[config.mk]
export PLATFORM = sky130hd
export DESIGN_NAME = bssid_filter
export DESIGN_NICKNAME = d
export VERILOG_FILES = /design/src/rtl/bssid_filter_pkg.sv /design/src/rtl/bssid_cfg_regs.sv /design/src/rtl/bssid_mask_match.sv /design/src/rtl/bssid_sat_counter.sv /design/src/rtl/bssid_filter.sv
export SDC_FILE = /design/constraint.sdc
export NUM_CORES = 1
export LEC_CHECK = 0
export BUFFER_PORTS_ARGS = -buffer_cell sky130_fd_sc_hd__buf_2
export CORE_MARGIN = 2
export CORE_UTILIZATION = 30
export CTS_CLUSTER_SIZE = 12
export DETAILED_ROUTE_END_ITERATION = 7
export GPL_TIMING_DRIVEN = 0
export MAX_ROUTING_LAYER = met4
export PLACE_DENSITY_LB_ADDON = 0.25
export SYNTH_ARGS = -nofsm -noshare
export SYNTH_HDL_FRONTEND = slang
export SYNTH_SLANG_ARGS = --single-unit
[constraint.sdc]
create_clock -name clk -period 6.5 [get_ports clk]
set_input_delay 1.3 -clock clk [delete_from_list [all_inputs] [get_ports clk]]
set_output_delay 1.3 -clock clk [all_outputs]
set_load 0.02 [all_outputs]
[src/rtl/bssid_filter_pkg.sv]
package bssid_filter_pkg;
  localparam int ID_BYTES = 6;
  localparam int ID_W     = ID_BYTES * 8;
  localparam int WORD_W   = 32;
  localparam int HI_W     = ID_W - WORD_W;
  localparam int REG_AW   = 3;

  localparam logic [REG_AW-1:0] A_MAC_LO  = 3'd0;
  localparam logic [REG_AW-1:0] A_MAC_HI  = 3'd1;
  localparam logic [REG_AW-1:0] A_MASK_LO = 3'd2;
  localparam logic [REG_AW-1:0] A_MASK_HI = 3'd3;
  localparam logic [REG_AW-1:0] A_ACC_CNT = 3'd4;
  localparam logic [REG_AW-1:0] A_REJ_CNT = 3'd5;

  typedef struct packed {
    logic valid;
    logic accept;
  } verdict_t;
endpackage

[src/rtl/bssid_cfg_regs.sv]
module bssid_cfg_regs
  import bssid_filter_pkg::*;
(
  input  logic              clk,
  input  logic              rst_n,
  input  logic              we,
  input  logic [REG_AW-1:0] addr,
  input  logic [WORD_W-1:0] wdata,
  output logic [ID_W-1:0]   sta_addr,
  output logic [ID_W-1:0]   sel_mask
);
  logic [WORD_W-1:0] addr_lo_q, mask_lo_q;
  logic [HI_W-1:0]   addr_hi_q, mask_hi_q;

  always_ff @(posedge clk or negedge rst_n) begin
    if (!rst_n) begin
      addr_lo_q <= '0;
      addr_hi_q <= '0;
      mask_lo_q <= '1;
      mask_hi_q <= '1;
    end else if (we) begin
      unique case (addr)
        A_MAC_LO:  addr_lo_q <= wdata;
        A_MAC_HI:  addr_hi_q <= wdata[HI_W-1:0];
        A_MASK_LO: mask_lo_q <= wdata;
        A_MASK_HI: mask_hi_q <= wdata[HI_W-1:0];
        default:   ;
      endcase
    end
  end

  assign sta_addr = {addr_hi_q, addr_lo_q};
  assign sel_mask = {mask_hi_q, mask_lo_q};
endmodule

[src/rtl/bssid_mask_match.sv]
module bssid_mask_match
  import bssid_filter_pkg::*;
(
  input  logic [ID_W-1:0] frame_id,
  input  logic [ID_W-1:0] sta_addr,
  input  logic [ID_W-1:0] sel_mask,
  output logic            hit
);
  logic [ID_BYTES-1:0] lane_ok;

  for (genvar g = 0; g < ID_BYTES; g++) begin : g_lane
    logic [7:0] diff;
    assign diff       = (frame_id[g*8 +: 8] ^ sta_addr[g*8 +: 8]) & sel_mask[g*8 +: 8];
    assign lane_ok[g] = (diff == 8'h00);
  end

  assign hit = &lane_ok;
endmodule

[src/rtl/bssid_sat_counter.sv]
module bssid_sat_counter #(
  parameter int W = 32
) (
  input  logic         clk,
  input  logic         rst_n,
  input  logic         inc,
  output logic [W-1:0] count
);
  localparam logic [W-1:0] TOP = '1;

  always_ff @(posedge clk or negedge rst_n) begin
    if (!rst_n)                   count <= '0;
    else if (inc && count != TOP) count <= count + 1'b1;
  end
endmodule

[src/rtl/bssid_filter.sv]
module bssid_filter
  import bssid_filter_pkg::*;
#(
  parameter int CNT_W = 32
) (
  input  logic              clk,
  input  logic              rst_n,
  input  logic              cfg_we,
  input  logic [REG_AW-1:0] cfg_addr,
  input  logic [WORD_W-1:0] cfg_wdata,
  input  logic [REG_AW-1:0] cfg_raddr,
  output logic [WORD_W-1:0] cfg_rdata,
  input  logic              frm_valid,
  output logic              frm_ready,
  input  logic [ID_W-1:0]   frm_bssid,
  output logic              vrd_valid,
  input  logic              vrd_ready,
  output logic              vrd_accept
);
  logic [ID_W-1:0]  sta_addr, sel_mask;
  logic             hit, take;
  logic [CNT_W-1:0] acc_cnt, rej_cnt;
  verdict_t         out_q;

  bssid_cfg_regs u_regs (
    .clk(clk), .rst_n(rst_n), .we(cfg_we), .addr(cfg_addr), .wdata(cfg_wdata),
    .sta_addr(sta_addr), .sel_mask(sel_mask)
  );

  bssid_mask_match u_match (
    .frame_id(frm_bssid), .sta_addr(sta_addr), .sel_mask(sel_mask), .hit(hit)
  );

  assign frm_ready = !out_q.valid || vrd_ready;
  assign take      = frm_valid && frm_ready;

  always_ff @(posedge clk or negedge rst_n) begin
    if (!rst_n) begin
      out_q <= '0;
    end else if (take) begin
      out_q.valid  <= 1'b1;
      out_q.accept <= hit;
    end else if (vrd_ready) begin
      out_q.valid <= 1'b0;
    end
  end

  assign vrd_valid  = out_q.valid;
  assign vrd_accept = out_q.accept;

  bssid_sat_counter #(.W(CNT_W)) u_acc (
    .clk(clk), .rst_n(rst_n), .inc(take && hit), .count(acc_cnt)
  );
  bssid_sat_counter #(.W(CNT_W)) u_rej (
    .clk(clk), .rst_n(rst_n), .inc(take && !hit), .count(rej_cnt)
  );

  always_comb begin
    unique case (cfg_raddr)
      A_MAC_LO:  cfg_rdata = sta_addr[WORD_W-1:0];
      A_MAC_HI:  cfg_rdata = {{(2*WORD_W-ID_W){1'b0}}, sta_addr[ID_W-1:WORD_W]};
      A_MASK_LO: cfg_rdata = sel_mask[WORD_W-1:0];
      A_MASK_HI: cfg_rdata = {{(2*WORD_W-ID_W){1'b0}}, sel_mask[ID_W-1:WORD_W]};
      A_ACC_CNT: cfg_rdata = WORD_W'(acc_cnt);
      A_REJ_CNT: cfg_rdata = WORD_W'(rej_cnt);
      default:   cfg_rdata = '0;
    endcase
  end
endmodule

==> impl_metrics.yaml, run 1 <==
worst_setup_path:
  crit_path_end_kind: "primary output"
  max_stage_delay_ns: 0.85
  crit_path_top_delay_cell: "clkbuf_1"
  crit_chain: "clkbuf_1, buf_1, clkbuf_1, mux2i_1, o22ai_1, buf_2"
  critPathBufInv: 4
  critPathArrivalTime_ns: 4.15
  crit_path_max_fanout: 10
  cp_top_family: "buffers and inverters"
  cp.required_ns: 5.20
  worst_setup_path_start_kind: "primary input"
  crit_top_cell: "clkbuf_1"
  path_class: "primary input to primary output"
global_routing:
  antenna_found_initial: 0
  grt_max_degree: 112
  grt_pass1_vias: 6772
  groute.usage.overall: 0.195
  grt_pass1_wl_um: 42700
  overflow: 0
synth:
  synth_edf_count: 0
  async_flop_share: 1.00
  ys.flop_type: "dfrtp_1"
  syn_area_sq_um: 8720
  synth_nets: 856
  synth_cells: 763
  yosysSeqAreaShare: 0.472
  synth_area_per_cell_sq_um: 11.4
  yosysWarnings: 0
  ys_ff_latch: 162
  synth_cell_types: 55
cells_and_area:
  nets: 999
  fill_cells: 2967
  stdcell_area_sq_um: 10400
  n_antenna_cell: 0
  final_common_cell: "buf_2"
  area_growth_syn_to_layout_pct: 19.6
  instances_no_fill: 1303
  drive_gt1_frac: 0.354
  final_cell_mix: "buf_2 (124), dfrtp_1 (114), mux2_2 (96)"
clocking:
  ctsHoldBuffers: 0
  root_buffer: "clkbuf_16"
  cts_tree: "built"
  numCtsBuffers: 17
  ctsResizeCount: 0
  clkSinkCount: 162
  post_cts_buffers: 0
  cts_buffer_depth: 2
  clk_pin_slew_ns: 0.07
  clock_latency_ns: 0.44
  htree_levels: 4
floorplanning:
  num_io_pins: 126
  std_cell_rows: 62
  die_w_um: 175
  core-area_sq_um: 28700
  die-height_um: 175
  start_util: 0.304
  dieArea_sq_um: 30500
drt:
  drc: 0
  drtPass1Iterations: 5
  drtIter0Drc: 570
  wl_per_cell_um: 21.7
  vias: 6616
  final_antenna_net_count: 0
  via_per_inst: 5.08
  routed_wl_um: 28200
power:
  peakVddDrop_mv: 0.145
  p_leak_nw: 4.62
  power_density_nw_per_um2: 289
status:
  outcome: "completed"
timing:
  hold_viol: 0
  worst_pin_slew_ns: 1.05
  setup_viol: 0
  min_period_ns: 5.45
  period_share: 0.838
  rsz0062_at_grt: "no"
  slew_headroom: 0.299
  holdWs_ns: 0.497
  slew_viol_final: 0
  clock.fmax_mhz: 184
  setup_tns_ns: 0
  fin_skew_ns: 0.0133
worst_hold_path:
  hp-class: "register to register"
placed_design:
  hpwl_um: 21500
  gp_congestion: 0.884
  dp_cells: 1271
  place_area_sq_um: 9860
  portBuffers: 123
run:
  drv_cap: 0
[worst reg2reg max path: stages (launching register included)]
cell and delay, ns:
dfrtp_1 0.43, xor2_1 0.18, a22oi_1 0.33, nand4_1 0.16, nor4_2 0.32, nand2_2 0.22, a211oi_2 0.31, buf_2 0.29
nand4_1 0.15, xnor2_1 0.17
[logic make-up (layout without fill, tap and decap cells)]
| family | after synthesis | in the layout | share of synthesized area |
|---|---|---|---|
| buf+inv | 42 | 198 | 0.0209 |
| compound gates | 89 | 89 | 0.0699 |
| simple gates | 206 | 206 | 0.135 |
| mux | 152 | 152 | 0.190 |
| flops | 162 | 162 | 0.472 |
| fa+ha+maj | 2 | 2 | 0.00287 |
| xor+xnor | 110 | 110 | 0.110 |
[through the flow]
stage / power, W / util / worst slack, ns
after floorplan: 0.00174 / - / 2.29
after global placement: 0.00200 / 0.342 / 1.01
after detailed placement: 0.00202 / 0.343 / 1.04
after CTS: 0.00303 / 0.363 / 1.02
after global routing: 0.00314 / 0.363 / 0.858
final: 0.00301 / 0.363 / 1.05
[path summary, 6_finish.rpt]
path,end,startpoint,depth (start not counted),slack [ns]
hold reg to reg,vrd_accept,vrd_accept,2,0.50
setup / recovery,cfg_rdata[31],cfg_raddr[1],6,1.05
max in group asynchronous,u_rej.count[5],rst_n,2,4.82
hold / removal,vrd_accept,vrd_accept,2,0.50
setup reg to reg,u_acc.count[31],u_regs.addr_hi_q[11],9,3.82
min in group asynchronous,u_regs.addr_hi_q[9],rst_n,1,0.76
[report_power, final]
part | total (W) | switching (W) | internal [W]
Clock | 0.00101 | 0.000470 | 0.000540
Sequential | 0.00140 | 0.000186 | 0.00122
Combinational | 0.000601 | 0.000317 | 0.000284
[synthesized netlist by cell type (2+ instances only)]
cell type,count,area [sq um]
and3_1,12,75.1
buf_6,3,33.8
ha_1,2,25.0
nand4_1,33,206
nor3_2,5,50.1
a211oi_1,3,22.5
a221oi_1,2,17.5
a22oi_1,25,188
xnor2_1,26,228
inv_1,5,18.8
nor2_1,44,165
nor4_2,2,25.0
a21oi_1,16,80.1
buf_2,2,10.0
o21ai_0,8,40.0
dfstp_2,48,1260
or2_2,2,12.5
buf_1,6,22.5
and4_1,5,43.8
mux2_2,96,1080
and2_1,4,25.0
o22ai_1,20,125
nand2_1,34,128
mux2i_1,54,541
xor2_1,84,736
clkbuf_1,26,97.6
nand3_1,26,130
a221o_1,7,70.1
a31oi_1,3,18.8
nand2b_1,5,31.3
dfrtp_1,114,2850
nor3_1,9,45.0
nor2b_1,4,25.0
nor4_1,7,43.8
[state kept, by name (all words and copies together), names as in the netlist]
name	count
u_regs.mask_hi_q	16
vrd_valid	1
u_rej.count	32
u_acc.count	32
vrd_accept	1
u_regs.addr_lo_q	32
u_regs.mask_lo_q	32
u_regs.addr_hi_q	16
[final cells by class]
cell class / count / area, sq um / share of cell area
multi-input combinational: 559 / 4430 / 0.424
sequential: 162 / 4110 / 0.394
timing repair buffer: 124 / 653 / 0.0626
tap: 384 / 480 / 0.0461
clock buffer: 17 / 425 / 0.0408
buffer: 37 / 164 / 0.0157
clock inverter: 15 / 150 / 0.0144
inverter: 5 / 18.8 / 0.00180
[metal layers]
layer  part of all wire  track usage  wire (um)  vias up
met2               0.45        0.287      12700      176
li1                   -            -          -     3083
met1               0.48        0.276      13700     3330
met4              0.016       0.0472        445        0
met3              0.049       0.0387       1390       27
met5                  0            -          0        -
Power figures use the tool's default switching activity.
==> run 2, diff against run 1 <==
- clock period: 6.5 -> 4.47 ns (I/O delays scaled with it)
==> run 2 against run 1 <==
Effect of this change:
- global-route usage is the same
- register-to-register slack lost 2.0 ns
- sequential power grew 46%
- sequential cell count is the same
- non-clock buffer count is the same
- power grew 45%
- worst hold slack lost 0.15 ns
- final cell count is the same
- sequential share of layout area is essentially flat
- clock-buffer cell count is the same
- critical endpoint is now cfg_rdata[17]
- largest power group unchanged
- highest routed layer unchanged
==> impl_metrics.yaml, run 2 (synthesis results as in run 1) <==
floorplanning:
  start_util: 0.304
  die-height_um: 175
  std_cell_rows: 62
  die_w_um: 175
  core-area_sq_um: 28700
  dieArea_sq_um: 30500
  num_io_pins: 126
global_routing:
  overflow: 0
  antenna_found_initial: 0
  grt_max_degree: 112
  grt_pass1_vias: 6772
  grt_pass1_wl_um: 42700
  groute.usage.overall: 0.195
worst_setup_path:
  reg2regPathDepth: 8
  rr_endpoint: "u_acc.count[27]"
  crit_path_top_delay_cell: "buf_1"
  r2r_start: "u_regs.addr_hi_q[11]"
  worst_setup_path_start_kind: "primary input"
  crit_chain: "clkbuf_1, buf_1, buf_1, mux2i_1, o22ai_1, buf_2"
  timing.reg2reg.setup_slack_ns: 1.79
  cp.required_ns: 3.58
  crit_path_max_fanout: 10
  crit_path_end_kind: "primary output"
  crit_top_cell: "buf_1"
  path_class: "primary input to primary output"
  max_stage_delay_ns: 0.70
  critPathArrivalTime_ns: 3.48
cells_and_area:
  area_growth_syn_to_layout_pct: 19.6
  nets: 999
  n_antenna_cell: 0
  final_common_cell: "buf_2"
  final_cell_mix: "buf_2 (124), dfrtp_1 (114), mux2_2 (96)"
  drive_gt1_frac: 0.356
clocking:
  cts_buffer_depth: 2
  clk_pin_slew_ns: 0.07
  ctsHoldBuffers: 0
  clock_latency_ns: 0.44
  clkSinkCount: 162
  root_buffer: "clkbuf_16"
  cts_tree: "built"
  numCtsBuffers: 17
  htree_levels: 4
power:
  p_leak_nw: 4.63
  peakVddDrop_mv: 0.212
  power_density_nw_per_um2: 420
status:
  outcome: "completed"
placed_design:
  gp_congestion: 0.884
  hpwl_um: 21500
  portBuffers: 123
timing:
  setup_viol: 0
  worst_pin_slew_ns: 0.969
  slew_viol_final: 0
  period_share: 0.978
  min_period_ns: 4.37
  hold_viol: 0
  slew_headroom: 0.351
  fin_skew_ns: 0.0134
  rsz0062_at_grt: "no"
  clock.fmax_mhz: 229
  setup_tns_ns: 0
  holdWs_ns: 0.348
drt:
  drc: 0
  wl_met1_um: 13500
  routed_wl_um: 28200
  drtIter0Drc: 491
  met2_length_um: 12800
  highest_layer: "met4"
  vias: 6651
  drtPass1Iterations: 5
  via_per_inst: 5.10
  wl_per_cell_um: 21.7
  wl_met3_um: 1540
  final_antenna_net_count: 0
run:
  drv_cap: 0
worst_hold_path:
  hp-class: "primary input to async pin"
## run 2: cell types whose count changed in the layout (fill, tap and decap cells not counted), sizes merged
cell | previous run | this run
buf | 135 | 134
clkbuf | 43 | 44
## run 2: critical path, delay by kind of cell
family                 cells  cell delay [ns]
AO/OA/AOI/OAI              1             0.21
buffers and inverters      4             1.91
multiplexers               1             0.44
## run 2: report_power, final
group          total, W  switching [W]  internal, W
combinational  0.000874       0.000461     0.000413
clock           0.00147       0.000684     0.000786
sequential      0.00204       0.000268      0.00177
total           0.00438        0.00141      0.00297
## run 2: metrics by stage
stage	cell area [sq um]	instances	total power (W)	utilization	worst slack (ns)
2_1_floorplan	8720	763	0.00253	-	1.08
3_3_place_gp	9820	1270	0.00292	0.342	-0.212
3_5_place_dp	9860	1271	0.00294	0.343	-0.182
4_1_cts	10400	1303	0.00440	0.364	0.104
5_1_grt	10400	1303	0.00457	0.364	0.0241
6_report	10400	1303	0.00438	0.364	0.0989
## run 2: final cells by class
cell class,count,area (sq um)
plain buffers,37,166
repair buffers,124,653
multi-input cells,559,4430
well taps,384,480
clock buffers,17,425
fillers,2968,18300
flip-flops and latches,162,4110
inverters,5,18.8
clock inverters,15,150
## run 2: how the worst max path moves through the flow
stage,startpoint,to,slack (ns),depth (start not counted)
2_1_floorplan,cfg_raddr[2],cfg_rdata[6],1.08,5
3_3_place_gp,cfg_raddr[1],cfg_rdata[31],-0.21,6
3_5_place_dp,cfg_raddr[1],cfg_rdata[31],-0.18,6
4_1_cts,cfg_raddr[1],cfg_rdata[17],0.10,6
5_1_grt,cfg_raddr[1],cfg_rdata[17],0.02,6
6_report,cfg_raddr[1],cfg_rdata[17],0.1,6
## run 2: per-layer routing
metal / track usage / vias to the layer above
li1: - / 3086
met1: 0.276 / 3345
met2: 0.287 / 192
met3: 0.0387 / 28
met4: 0.0472 / 0
met5: - / -
## run 2: what timing repair did
action                     4_1_cts  5_1_grt
gates resized for setup          1        2
setup buffers                    0        0
setup endpoints to repair        3        1
